[config.mk]
export PLATFORM = sky130hd
export DESIGN_NAME = pin_irq_detector
export DESIGN_NICKNAME = d
export VERILOG_FILES = /design/src/rtl/pinirq_pkg.sv /design/src/rtl/pinirq_sync.sv /design/src/rtl/pinirq_detect.sv /design/src/rtl/pinirq_regs.sv /design/src/rtl/pin_irq_detector.sv
export SDC_FILE = /design/constraint.sdc
export NUM_CORES = 1
export LEC_CHECK = 0
export BUFFER_PORTS_ARGS = -buffer_cell sky130_fd_sc_hd__buf_2
export CAP_MARGIN = 25
export CORE_ASPECT_RATIO = 0.8
export CORE_UTILIZATION = 38
export DETAILED_ROUTE_END_ITERATION = 6
export PLACE_DENSITY_LB_ADDON = 0.15
export SLEW_MARGIN = 20
export SYNTH_ARGS = -nofsm -noshare
export SYNTH_HDL_FRONTEND = slang
export SYNTH_HIERARCHICAL = 1
export SYNTH_SLANG_ARGS = --single-unit
[constraint.sdc]
create_clock -name clk -period 2 [get_ports clk]
set_input_delay 0.2 -clock clk [delete_from_list [all_inputs] [get_ports clk]]
set_output_delay 0.2 -clock clk [all_outputs]
set_load 0.1 [all_outputs]
[src/rtl/pinirq_pkg.sv]
// Package: shared constants for the port pin interrupt detector.
// Assumes: bus data is one byte and the register file has at most four addresses.
package pinirq_pkg;
    localparam int DATA_W = 8;
    localparam int ADDR_W = 2;

    // Register addresses
    localparam logic [ADDR_W-1:0] ADR_STAT = 2'd0;
    localparam logic [ADDR_W-1:0] ADR_ENA  = 2'd1;
    localparam logic [ADDR_W-1:0] ADR_POL  = 2'd2;

    // Status register bit positions (software decodes these)
    localparam int ST_FLAG = 3;
    localparam int ST_ACK  = 2;
    localparam int ST_IE   = 1;
    localparam int ST_MODE = 0;
endpackage

[src/rtl/pinirq_sync.sv]
// Module: pinirq_sync
// Brings each asynchronous pin into the clock domain with two flops.
// Assumes: pins are quasi-static compared with the clock; reset is synchronous, active low.
module pinirq_sync #(
    parameter int PINS = 8
) (
    input  logic            clk,
    input  logic            rst_n,
    input  logic [PINS-1:0] pins_async,
    output logic [PINS-1:0] pins_sync
);
    logic [PINS-1:0] meta_q;
    logic [PINS-1:0] sync_q;

    // Two-stage capture of the raw pin levels
    always_ff @(posedge clk) begin
        if (!rst_n) begin
            meta_q <= '0;
            sync_q <= '0;
        end else begin
            meta_q <= pins_async;
            sync_q <= meta_q;
        end
    end

    assign pins_sync = sync_q;

    // the second stage follows the first one cycle later
    a_r11_two_stage: assert property (@(posedge clk) disable iff (!rst_n)
        $past(rst_n) |-> (sync_q == $past(meta_q)));
endmodule

[src/rtl/pinirq_detect.sv]
// Module: pinirq_detect
// Turns synchronised pin levels into per-pin detection events.
// Edge events compare the current and previous synchronised sample.
// Level events are added when the mode input is 1.
// Assumes: inputs are already synchronous to clk.
module pinirq_detect #(
    parameter int PINS = 8
) (
    input  logic            clk,
    input  logic            rst_n,
    input  logic [PINS-1:0] lvl,
    input  logic [PINS-1:0] pin_en,
    input  logic [PINS-1:0] pin_pol,
    input  logic            level_mode,
    output logic [PINS-1:0] events,
    output logic            any_event
);
    logic [PINS-1:0] prev_q;

    // Keep last cycle's synchronised sample for edge comparison
    always_ff @(posedge clk) begin
        if (!rst_n) prev_q <= '0;
        else        prev_q <= lvl;
    end

    // Per-pin event logic, one slice per pin
    for (genvar i = 0; i < PINS; i++) begin : g_pin
        logic rise, fall, at_level;
        always_comb begin
            rise     = lvl[i] & ~prev_q[i];
            fall     = ~lvl[i] & prev_q[i];
            at_level = pin_pol[i] ? lvl[i] : ~lvl[i];
            events[i] = pin_en[i] &
                        ((pin_pol[i] ? rise : fall) | (level_mode & at_level));
        end
    end

    assign any_event = |events;

    // a disabled pin never produces an event
    a_r9_disabled_silent: assert property (@(posedge clk) disable iff (!rst_n)
        (events & ~pin_en) == '0);

    // in edge mode an event needs a change of the sampled level
    a_r8_edge_needs_change: assert property (@(posedge clk) disable iff (!rst_n)
        (!level_mode && any_event) |-> (lvl != prev_q));
endmodule

[src/rtl/pinirq_regs.sv]
// Module: pinirq_regs
// Register file and sticky flag: status/control, pin enable and polarity.
// Detection takes priority over acknowledge when both fall in one cycle.
// Assumes: PINS <= DATA_W; single-cycle writes; reads are combinational.
module pinirq_regs
    import pinirq_pkg::*;
#(
    parameter int PINS = 8
) (
    input  logic              clk,
    input  logic              rst_n,
    input  logic              bus_sel,
    input  logic              bus_wr,
    input  logic [ADDR_W-1:0] bus_addr,
    input  logic [DATA_W-1:0] bus_wdata,
    output logic [DATA_W-1:0] bus_rdata,
    input  logic              any_event,
    output logic [PINS-1:0]   pin_en,
    output logic [PINS-1:0]   pin_pol,
    output logic              level_mode,
    output logic              flag,
    output logic              irq_en
);
    logic [PINS-1:0] en_q, pol_q;
    logic            mode_q, ie_q, flag_q;
    logic            wr_stat, wr_ena, wr_pol, ack_wr;

    // Write strobes for each register
    always_comb begin
        wr_stat = bus_sel && bus_wr && (bus_addr == ADR_STAT);
        wr_ena  = bus_sel && bus_wr && (bus_addr == ADR_ENA);
        wr_pol  = bus_sel && bus_wr && (bus_addr == ADR_POL);
        ack_wr  = wr_stat && bus_wdata[ST_ACK];
    end

    // Control fields written by software
    always_ff @(posedge clk) begin
        if (!rst_n) begin
            en_q   <= '0;
            pol_q  <= '0;
            mode_q <= 1'b0;
            ie_q   <= 1'b0;
        end else begin
            if (wr_ena)  en_q  <= bus_wdata[PINS-1:0];
            if (wr_pol)  pol_q <= bus_wdata[PINS-1:0];
            if (wr_stat) begin
                mode_q <= bus_wdata[ST_MODE];
                ie_q   <= bus_wdata[ST_IE];
            end
        end
    end

    // Sticky flag: set by detection, cleared by acknowledge, detection wins
    always_ff @(posedge clk) begin
        if (!rst_n)         flag_q <= 1'b0;
        else if (any_event) flag_q <= 1'b1;
        else if (ack_wr)    flag_q <= 1'b0;
    end

    // Read multiplexer
    always_comb begin
        bus_rdata = '0;
        case (bus_addr)
            ADR_STAT: begin
                bus_rdata[ST_FLAG] = flag_q;
                bus_rdata[ST_IE]   = ie_q;
                bus_rdata[ST_MODE] = mode_q;
            end
            ADR_ENA: bus_rdata = DATA_W'(en_q);
            ADR_POL: bus_rdata = DATA_W'(pol_q);
            default: bus_rdata = '0;
        endcase
    end

    assign pin_en     = en_q;
    assign pin_pol    = pol_q;
    assign level_mode = mode_q;
    assign flag       = flag_q;
    assign irq_en     = ie_q;

    // an event always leaves the flag set on the next cycle
    a_r10_event_wins: assert property (@(posedge clk) disable iff (!rst_n)
        any_event |=> flag_q);

    // an acknowledge without a competing event clears the flag
    a_r4_ack_clears: assert property (@(posedge clk) disable iff (!rst_n)
        (ack_wr && !any_event) |=> !flag_q);

    // the flag only rises after a detection event
    a_r3_flag_needs_event: assert property (@(posedge clk) disable iff (!rst_n)
        $rose(flag_q) |-> $past(any_event));

    // unimplemented bits and the acknowledge bit read as zero
    a_r2_stat_zero_bits: assert property (@(posedge clk) disable iff (!rst_n)
        (bus_addr == ADR_STAT) |-> (bus_rdata[7:4] == 4'b0 && !bus_rdata[ST_ACK]));
endmodule

[src/rtl/pin_irq_detector.sv]
// Module: pin_irq_detector (top)
// Eight-pin interrupt detector: synchroniser, event detector, register file
// and request output. irq_o is active while the flag and request enable are both set.
// Assumes: synchronous active-low reset; pins are asynchronous to clk.
module pin_irq_detector
    import pinirq_pkg::*;
#(
    parameter int PINS = 8
) (
    input  logic              clk,
    input  logic              rst_n,
    input  logic [PINS-1:0]   pins_i,
    input  logic              bus_sel,
    input  logic              bus_wr,
    input  logic [ADDR_W-1:0] bus_addr,
    input  logic [DATA_W-1:0] bus_wdata,
    output logic [DATA_W-1:0] bus_rdata,
    output logic              irq_o
);
    logic [PINS-1:0] lvl, pin_en, pin_pol, events;
    logic            level_mode, any_event, flag, irq_en;

    pinirq_sync #(.PINS(PINS)) u_sync (
        .clk        (clk),
        .rst_n      (rst_n),
        .pins_async (pins_i),
        .pins_sync  (lvl)
    );

    pinirq_detect #(.PINS(PINS)) u_detect (
        .clk        (clk),
        .rst_n      (rst_n),
        .lvl        (lvl),
        .pin_en     (pin_en),
        .pin_pol    (pin_pol),
        .level_mode (level_mode),
        .events     (events),
        .any_event  (any_event)
    );

    pinirq_regs #(.PINS(PINS)) u_regs (
        .clk        (clk),
        .rst_n      (rst_n),
        .bus_sel    (bus_sel),
        .bus_wr     (bus_wr),
        .bus_addr   (bus_addr),
        .bus_wdata  (bus_wdata),
        .bus_rdata  (bus_rdata),
        .any_event  (any_event),
        .pin_en     (pin_en),
        .pin_pol    (pin_pol),
        .level_mode (level_mode),
        .flag       (flag),
        .irq_en     (irq_en)
    );

    // Request output: gated flag
    assign irq_o = flag & irq_en;

    // no request while the enable is off
    a_r5_gated_request: assert property (@(posedge clk) disable iff (!rst_n)
        !irq_en |-> !irq_o);
endmodule

==> results of run 1 <==
==> stage by stage <==
stage	instances	power [mW]	util (%)
after floorplan	174	1.02	-
after global placement	258	1.07	46.1
after CTS	265	1.61	48.0
final	265	1.59	48.0
after detailed placement	258	1.07	46.1
after global routing	265	1.66	48.0
==> power by group through the flow <==
stage | logic (mW) | registers (mW) | clock network (mW)
6_report | 0.148 | 0.903 | 0.537
5_1_grt | 0.161 | 0.907 | 0.595
4_1_cts | 0.149 | 0.903 | 0.562
3_5_place_dp | 0.149 | 0.923 | 0
3_3_place_gp | 0.144 | 0.922 | 0
2_1_floorplan | 0.100 | 0.917 | 0
==> sequential cells by signal, summed over array words and instances, names as in the netlist <==
register and flops:
u_regs/irq_en 1, u_regs/pin_pol 8, u_regs/flag 1, u_sync/pins_sync 8, u_regs/pin_en 8, u_sync/meta_q 8
u_regs/level_mode 1, u_detect/prev_q 8
==> worst max path at each step <==
stage / end / cells past startpoint / slack, ns
3_5_place_dp: bus_rdata[7] / 6 / 0.24
6_report: bus_rdata[0] / 3 / 0.20
5_1_grt: bus_rdata[0] / 3 / 0.13
3_3_place_gp: bus_rdata[7] / 6 / 0.31
2_1_floorplan: bus_rdata[2] / 5 / 0.30
4_1_cts: bus_rdata[0] / 3 / 0.20
==> layer usage <==
metal	share of wire [%]	vias up
li1	-	645
met1	48	621
met2	45	37
met3	5.9	4
met4	0.74	0
met5	0	-
==> final cells by class <==
class / count / share of cell area, %
multi-input cells: 122 / 42.4
clock inverters: 1 / 0.225
flip-flops and latches: 43 / 38.8
clock buffers: 6 / 3.72
repair buffers: 31 / 11.2
inverters: 2 / 0.338
well taps: 60 / 3.38
==> results.json, run 1 <==
{
  "die_area_mm2": 0.00512,
  "worst_skew_late_latency_ns": 0.28,
  "crit-reg2reg-launch": "u_regs/level_mode",
  "status": "completed",
  "coreArea_mm2": 0.00462,
  "htree_depth": 2,
  "commonest_cells_after_routing_fill_and_taps_aside": "43 x dfxtp_1, 28 x nand2_1, 24 x buf_2, 18 x mux2i_1, 13 x and2_2",
  "period_share_pct": 89.8,
  "place.detailed.hpwl_mm": 2.59,
  "placementRows": 22,
  "floorplan.initialDensity_pct": 39.7,
  "post_cts_buffers": 0,
  "final_report_max_slew_violation_count": 0,
  "worst_path_dominant_cell_family": "flip-flops",
  "cts_inserted_buffers": 5,
  "num_antenna_cells": 0,
  "layout.area.seq_um2": 861,
  "layout-area-overhead-vs-synth_pct": 20.8,
  "worstMarginPinSlew_ns": 0.484,
  "post_cts_resized": 0,
  "timing.critical_path.buf_inv": 1,
  "cts.root.buffer_cell": "clkbuf_8",
  "chipWidth_um": 79.8,
  "fillCellCount": 463,
  "worst_hold_path.num_cells": 2,
  "setup.worst_path.start": "u_regs/level_mode",
  "cts.hold.buffers_added": 0,
  "multiInputGateArea_um2": 941,
  "met3_usage_pct": 4.57,
  "sw_share_pct": 23.1,
  "placement.cell_area_mm2": 0.00213,
  "clock_sink_count": 43,
  "global_route.usage.total_pct": 15.8,
  "timing.slew.headroom_pct": 67.9,
  "gr-max-usage-layer": "met2",
  "nets": 231,
  "fin_tns_setup_ns": 0,
  "power.density_cell_area_mw_per_mm2": 716,
  "net-switching-power_mw": 0.367,
  "hold_path.startpoint": "pins_i[4]",
  "overflow_left_after_global_routing": 0,
  "via_per_inst": 4.93,
  "number_of_global_route_vias_before_repair": 1292,
  "clock_period_minus_worst_slack_ns": 1.80,
  "worstSetupPathType": "reg2out",
  "remaining_drc_errors": 0,
  "cellLeakagePower_nw": 1.12,
  "timing.reg2reg.setup_slack_ns": 0.32,
  "cell_depth_of_the_worst_flop_to_flop_path": 6,
  "intPower_mw": 1.22,
  "synthesized_area_mm2": 0.00184,
  "grt_antenna_before_repair": 0,
  "postLayoutSetupSlackWorst_ns": 0.205,
  "grt.met1_usage_pct": 20.9,
  "avgRoutedWirePerCell_um": 13.8,
  "combPwrFrac_pct": 9.3,
  "drt_pre_antenna_iters": 4,
  "globalplace.congestion": 0.811,
  "fp.dieH_um": 64.2,
  "cp.required_ns": 1.80,
  "finalHoldWorstSlack_ns": 0.123,
  "reg_to_reg_critical_path_endpoint": "u_regs/flag",
  "grt_setup_unrepaired": "no",
  "max_cap_viol_count": 0,
  "timing.clock.skew_ns": 0.00603,
  "cts.reportedPaths.clkPinSlew_ns": 0.07,
  "detail-route-antenna-nets": 0,
  "fmaxAchievable_ghz": 0.557,
  "max-clock-path-buffers": 2,
  "hold_class": "in2reg",
  "timing.hold.worst_endpoint": "u_sync/meta_q[4]",
  "grt_start_max_net_pins": 52,
  "timing.critical_path.cells": "a222oi_1 -> nor2_2 -> buf_2",
  "yosysWarnings": 6,
  "clock_power_share_pct": 33.8,
  "cts_tree": "yes",
  "violation_count_after_the_first_detailed_route_iteration": 132,
  "synth_area_per_cell_um2": 10.6,
  "post_synth_inst_count": 174,
  "fin_area_mm2": 0.00222,
  "vdd.ir_drop.worst_v": 0.000380,
  "met2_usage_pct": 24.0,
  "seqPwrFrac_pct": 56.8,
  "detail_route.wirelength_mm": 3.67,
  "top_level_ports": 31,
  "critPathMaxFanout": 11,
  "setup-violations-final": 0,
  "synth_nets": 200,
  "most_common_cell_after_layout_fill_and_taps_aside": "dfxtp_1",
  "worst_setup_path_end_kind": "primary output",
  "grt_pass1_wl_mm": 6.13,
  "stage_delay_of_the_slowest_cell_on_the_critical_path_ns": 0.57,
  "worstPathArrival_ns": 1.60,
  "crit_path_top_delay_cell": "dfxtp_1",
  "drive_gt1_share_pct": 31.2,
  "routed-via-count": 1307,
  "place_worst_setup_slack_ns": 0.237,
  "final_hold_viol_count": 0,
  "io_buffer_count": 30,
  "startpoint_type": "register"
}
Power figures use the tool's default switching activity.
==> inputs of run 2 (changes only) <==
--- a/config.mk
+++ b/config.mk
@@ -5,6 +5,7 @@
 export SDC_FILE = /design/constraint.sdc
 export NUM_CORES = 1
 export LEC_CHECK = 0
+export ABC_AREA = 1
 export BUFFER_PORTS_ARGS = -buffer_cell sky130_fd_sc_hd__buf_2
 export CAP_MARGIN = 25
 export CORE_ASPECT_RATIO = 0.8
==> run 2 against run 1 <==
Effect of this change: first-iteration DRC count decreased by 49%; die area increased by 8.6%; wire length increased by 6.7%; clock skew decreased by 0.0039 ns; largest cell class is now flip-flops and latches; clock-buffer cell count unchanged; largest power group unchanged; sequential cell count unchanged; sequential share of layout area decreased by 2.3 points; sequential power increased by 0.9%; power increased by 2.9%; via count increased by 28%; maximum frequency increased by 13%.
==> results.json, run 2 <==
{
  "status": "completed",
  "cellLeakagePower_nw": 1.27,
  "fin_area_mm2": 0.00236,
  "gr-max-usage-layer": "met2",
  "layout.area.seq_um2": 861,
  "routed-via-count": 1678,
  "final_report_max_slew_violation_count": 0,
  "top_level_ports": 31,
  "number_of_global_route_vias_before_repair": 1396,
  "power.density_cell_area_mw_per_mm2": 693,
  "post_synth_inst_count": 291,
  "detail_route.wirelength_mm": 3.91,
  "cts_tree": "yes",
  "nets": 348,
  "met2_usage_pct": 22.4,
  "timing.critical_path.buf_inv": 4,
  "worst_path_dominant_cell_family": "buffers and inverters",
  "period_share_pct": 79.4,
  "chipWidth_um": 83.1,
  "cts.hold.buffers_added": 0,
  "remaining_drc_errors": 0,
  "place_worst_setup_slack_ns": 0.420,
  "commonest_cells_after_routing_fill_and_taps_aside": "99 x nand2_1, 65 x inv_1, 43 x dfxtp_1, 24 x buf_2, 18 x a21oi_1",
  "htree_depth": 2,
  "timing.clock.skew_ns": 0.00217,
  "multiInputGateArea_um2": 820,
  "worstPathArrival_ns": 1.39,
  "cts.reportedPaths.clkPinSlew_ns": 0.08,
  "coreArea_mm2": 0.00504,
  "fp.dieH_um": 66.9,
  "synth_nets": 317,
  "fin_tns_setup_ns": 0,
  "drt_pre_antenna_iters": 4,
  "global_route.usage.total_pct": 15.5,
  "max_cap_viol_count": 0,
  "grt_setup_unrepaired": "no",
  "floorplan.initialDensity_pct": 39.7,
  "synthesized_area_mm2": 0.00200,
  "most_common_cell_after_layout_fill_and_taps_aside": "nand2_1",
  "overflow_left_after_global_routing": 0,
  "grt_start_max_net_pins": 37,
  "fmaxAchievable_ghz": 0.630,
  "grt_antenna_before_repair": 0,
  "drive_gt1_share_pct": 19.2,
  "io_buffer_count": 30,
  "clock_sink_count": 43,
  "post_cts_resized": 0,
  "die_area_mm2": 0.00556,
  "worstSetupPathType": "in2out",
  "num_antenna_cells": 0,
  "crit_path_top_delay_cell": "ha_1",
  "placement.cell_area_mm2": 0.00228,
  "timing.critical_path.cells": "buf_2 -> inv_1 -> ha_1 -> buf_4 -> nand2_1 -> a21oi_2 -> buf_12",
  "stage_delay_of_the_slowest_cell_on_the_critical_path_ns": 0.31,
  "worst_skew_late_latency_ns": 0.29,
  "final_hold_viol_count": 0,
  "max-clock-path-buffers": 2,
  "place.detailed.hpwl_mm": 2.85,
  "worst_setup_path_end_kind": "primary output",
  "met3_usage_pct": 3.72,
  "synth_area_per_cell_um2": 6.88,
  "vdd.ir_drop.worst_v": 0.000447,
  "violation_count_after_the_first_detailed_route_iteration": 67,
  "clock_period_minus_worst_slack_ns": 1.59,
  "post_cts_buffers": 0,
  "fillCellCount": 531,
  "cts_inserted_buffers": 5,
  "timing.slew.headroom_pct": 55.8,
  "worstMarginPinSlew_ns": 0.663,
  "layout-area-overhead-vs-synth_pct": 18.0,
  "hold_class": "in2reg",
  "cts.root.buffer_cell": "clkbuf_8",
  "yosysWarnings": 6,
  "grt.met1_usage_pct": 21.5,
  "placementRows": 23,
  "avgRoutedWirePerCell_um": 10.2,
  "grt_pass1_wl_mm": 6.51,
  "cp.required_ns": 1.80,
  "globalplace.congestion": 0.719,
  "startpoint_type": "input pin",
  "postLayoutSetupSlackWorst_ns": 0.411,
  "detail-route-antenna-nets": 0,
  "setup-violations-final": 0,
  "via_per_inst": 4.36,
  "critPathMaxFanout": 5
}
-- run 2: worst paths after layout --
check                          from                   to  slack [ns]  cells past startpoint
setup / recovery        bus_addr[0]         bus_rdata[6]        0.41                      7
hold / removal            pins_i[6]     u_sync/meta_q[6]        0.08                      3
setup reg to reg  u_regs/level_mode          u_regs/flag        0.73                     10
hold reg to reg    u_sync/meta_q[5]  u_sync/pins_sync[5]        0.42                      2
-- run 2: power breakdown --
group	internal, mW	total (mW)	leakage (nW)	switching [mW]
clock	0.244	0.543	0.0412	0.298
combinational	0.0646	0.181	0.873	0.117
sequential	0.889	0.911	0.352	0.0222
total	1.20	1.64	1.27	0.437
-- run 2: through the flow --
step | hold slack [ns] | util, % | total power [mW] | instances
5_1_grt | 0.0780 | 46.9 | 1.73 | 385
6_report | 0.0806 | 46.9 | 1.64 | 385
4_1_cts | 0.0722 | 46.9 | 1.65 | 385
3_3_place_gp | 0.380 | 45.2 | 1.11 | 377
2_1_floorplan | 0.292 | - | 1.05 | 291
3_5_place_dp | 0.381 | 45.2 | 1.12 | 377
-- run 2: final cells by class --
cell class,count,share of cell area (%)
clock buffers,6,3.07
repair buffers,33,11.1
well taps,62,3.29
flip-flops and latches,43,36.5
clock inverters,2,0.530
inverters,68,10.8
multi-input cells,171,34.7
-- run 2: per-layer routing --
metal | wire length (um) | vias up
li1 | - | 916
met1 | 2010 | 713
met2 | 1610 | 41
met3 | 227 | 8
met4 | 68 | 0
met5 | 0 | -
-- run 2: tightest hold or removal path, stage by stage --
cell and delay [ns]:
buf_2 0.07, nand2_1 0.04, inv_1 0.04
==> inputs of run 3 (changes only) <==
==> constraint.sdc (replaced) <==
create_clock -name clk -period 1.64 [get_ports clk]
set_input_delay 0.164 -clock clk [delete_from_list [all_inputs] [get_ports clk]]
set_output_delay 0.164 -clock clk [all_outputs]
set_load 0.1 [all_outputs]
==> run 3 against run 2 <==
Effect of this change: global-route usage decreased by 0.75 points; die area unchanged; critical path depth decreased by 1; design area increased by 3.8%; first-iteration DRC count decreased by 27%; register-to-register slack got worse by 0.37 ns; sequential power increased by 22%; hold slack got worse by 0.039 ns; setup slack got worse by 0.30 ns; sequential share of layout area decreased by 1.3 points; utilization increased by 1.8 points; critical endpoint is now bus_rdata[2]; largest power group unchanged; highest routed layer unchanged.
==> results.json, run 3 (synthesized netlist as in run 2, its figures left out) <==
{
  "status": "completed",
  "met3_usage_pct": 4.09,
  "design_power_total_mw": 2.20,
  "layout-area-overhead-vs-synth_pct": 22.5,
  "timing.critical_path.buf_inv": 3,
  "max_cap_viol_count": 0,
  "fin_tns_setup_ns": 0,
  "worst_setup_path_end_kind": "primary output",
  "period_share_pct": 93.0,
  "clock_power_share_pct": 38.9,
  "fillCellCount": 497,
  "coreArea_mm2": 0.00504,
  "met2_usage_pct": 23.4,
  "number_of_global_route_vias_before_repair": 1408,
  "top_level_ports": 31,
  "drive_gt1_share_pct": 19.0,
  "cellLeakagePower_nw": 1.29,
  "net-switching-power_mw": 0.535,
  "place.detailed.hpwl_mm": 2.75,
  "worstPathArrival_ns": 1.36,
  "via_per_inst": 4.27,
  "routed-via-count": 1637,
  "hold_path.startpoint": "pins_i[6]",
  "combPwrFrac_pct": 10.5,
  "worst_skew_late_latency_ns": 0.30,
  "cts_inserted_buffers": 5,
  "worst_path_dominant_cell_family": "adder cells",
  "max-clock-path-buffers": 2,
  "num_antenna_cells": 0,
  "fp.dieH_um": 66.9,
  "avgRoutedWirePerCell_um": 9.74,
  "globalplace.congestion": 0.741,
  "io_buffer_count": 30,
  "vdd.ir_drop.worst_v": 0.000537,
  "cts.root.buffer_cell": "clkbuf_8",
  "sw_share_pct": 24.4,
  "grt_antenna_before_repair": 0,
  "stage_delay_of_the_slowest_cell_on_the_critical_path_ns": 0.43,
  "remaining_drc_errors": 0,
  "cts.reportedPaths.clkPinSlew_ns": 0.08,
  "most_common_cell_after_layout_fill_and_taps_aside": "nand2_1",
  "worstMarginPinSlew_ns": 0.482,
  "htree_depth": 2,
  "nets": 346,
  "grt_start_max_net_pins": 26,
  "grt.met1_usage_pct": 18.6,
  "gr-max-usage-layer": "met2",
  "detail_route.wirelength_mm": 3.73,
  "clock_sink_count": 43,
  "critPathMaxFanout": 9,
  "cts.hold.buffers_added": 0,
  "setup-violations-final": 0,
  "clock_period_minus_worst_slack_ns": 1.53,
  "fmaxAchievable_ghz": 0.655,
  "timing.critical_path.cells": "buf_2 -> inv_1 -> ha_1 -> nand2_1 -> a21oi_4 -> buf_12",
  "crit-reg2reg-launch": "u_regs/level_mode",
  "power.density_cell_area_mw_per_mm2": 896,
  "global_route.usage.total_pct": 14.7,
  "violation_count_after_the_first_detailed_route_iteration": 49,
  "post_cts_resized": 0,
  "worstSetupPathType": "in2out",
  "die_area_mm2": 0.00556,
  "timing.slew.headroom_pct": 68.1,
  "chipWidth_um": 83.1,
  "intPower_mw": 1.66,
  "timing.clock.skew_ns": 0.00517,
  "grt_pass1_wl_mm": 6.33,
  "floorplan.initialDensity_pct": 39.7,
  "startpoint_type": "input pin",
  "post_cts_buffers": 0,
  "cts_tree": "yes",
  "grt_setup_unrepaired": "no",
  "crit_path_top_delay_cell": "ha_1",
  "detail-route-antenna-nets": 0,
  "overflow_left_after_global_routing": 0,
  "final_hold_viol_count": 0,
  "seqPwrFrac_pct": 50.6,
  "hold_class": "in2reg",
  "placementRows": 23,
  "commonest_cells_after_routing_fill_and_taps_aside": "99 x nand2_1, 65 x inv_1, 43 x dfxtp_1, 22 x buf_2, 18 x a21oi_1",
  "cp.required_ns": 1.48,
  "setup.worst_path.start": "bus_addr[1]",
  "final_report_max_slew_violation_count": 0,
  "drt_pre_antenna_iters": 4
}
run 3: cell count changes in the layout (fill, tap and decap cells not counted), sizes merged:
cell	change
bufinv	+1
buf	-2
clkinvlp	-1
run 3: path summary, 6_finish.rpt:
| path | end | slack [ns] | cells past startpoint |
|---|---|---|---|
| worst max-delay path | bus_rdata[2] | 0.11 | 6 |
| worst max register to register | u_regs/flag | 0.36 | 10 |
| worst min-delay path | u_sync/meta_q[6] | 0.04 | 3 |
| worst min register to register | u_sync/pins_sync[4] | 0.42 | 2 |
run 3: cell type report:
type | instances | area, um^2 | area share [%]
clock buffer | 6 | 82.6 | 3.37
clock inverter | 2 | 35.0 | 1.43
inverter | 68 | 255 | 10.4
multi-input combinational | 171 | 850 | 34.7
sequential | 43 | 861 | 35.1
tap | 62 | 77.6 | 3.16
timing repair buffer | 31 | 290 | 11.8
run 3: power groups by stage:
stage | Clock, mW | Combinational, mW | Sequential [mW]
after floorplan | 0 | 0.161 | 1.13
after CTS | 0.875 | 0.233 | 1.11
after global placement | 0 | 0.229 | 1.14
final | 0.854 | 0.231 | 1.11
after detailed placement | 0 | 0.231 | 1.14
after global routing | 0.912 | 0.259 | 1.12
run 3: worst reg2reg max path: cells and delay by family (launching register included):
kind | cells | cell delay [ns]
AND/OR/NAND/NOR | 7 | 0.49
flip-flops | 1 | 0.36
buffers and inverters | 2 | 0.26
AO/OA/AOI/OAI | 1 | 0.06
run 3: metrics by stage:
stage                     setup WS (ns)  std cells  hold WS (ns)  instance area (um^2)  util, %
after floorplan                 -0.0277        291         0.256                  2050        -
after global placement            0.180        375         0.349                  2330     46.3
after detailed placement          0.141        375         0.349                  2330     46.3
after CTS                         0.140        383        0.0352                  2450     48.7
after global routing             0.0432        383        0.0518                  2450     48.7
final                             0.114        383        0.0415                  2450     48.7
run 3: layer usage:
metal	wire length, um	up-vias
met4	64	0
met2	1550	23
met5	0	-
li1	-	911
met3	140	8
met1	1980	695
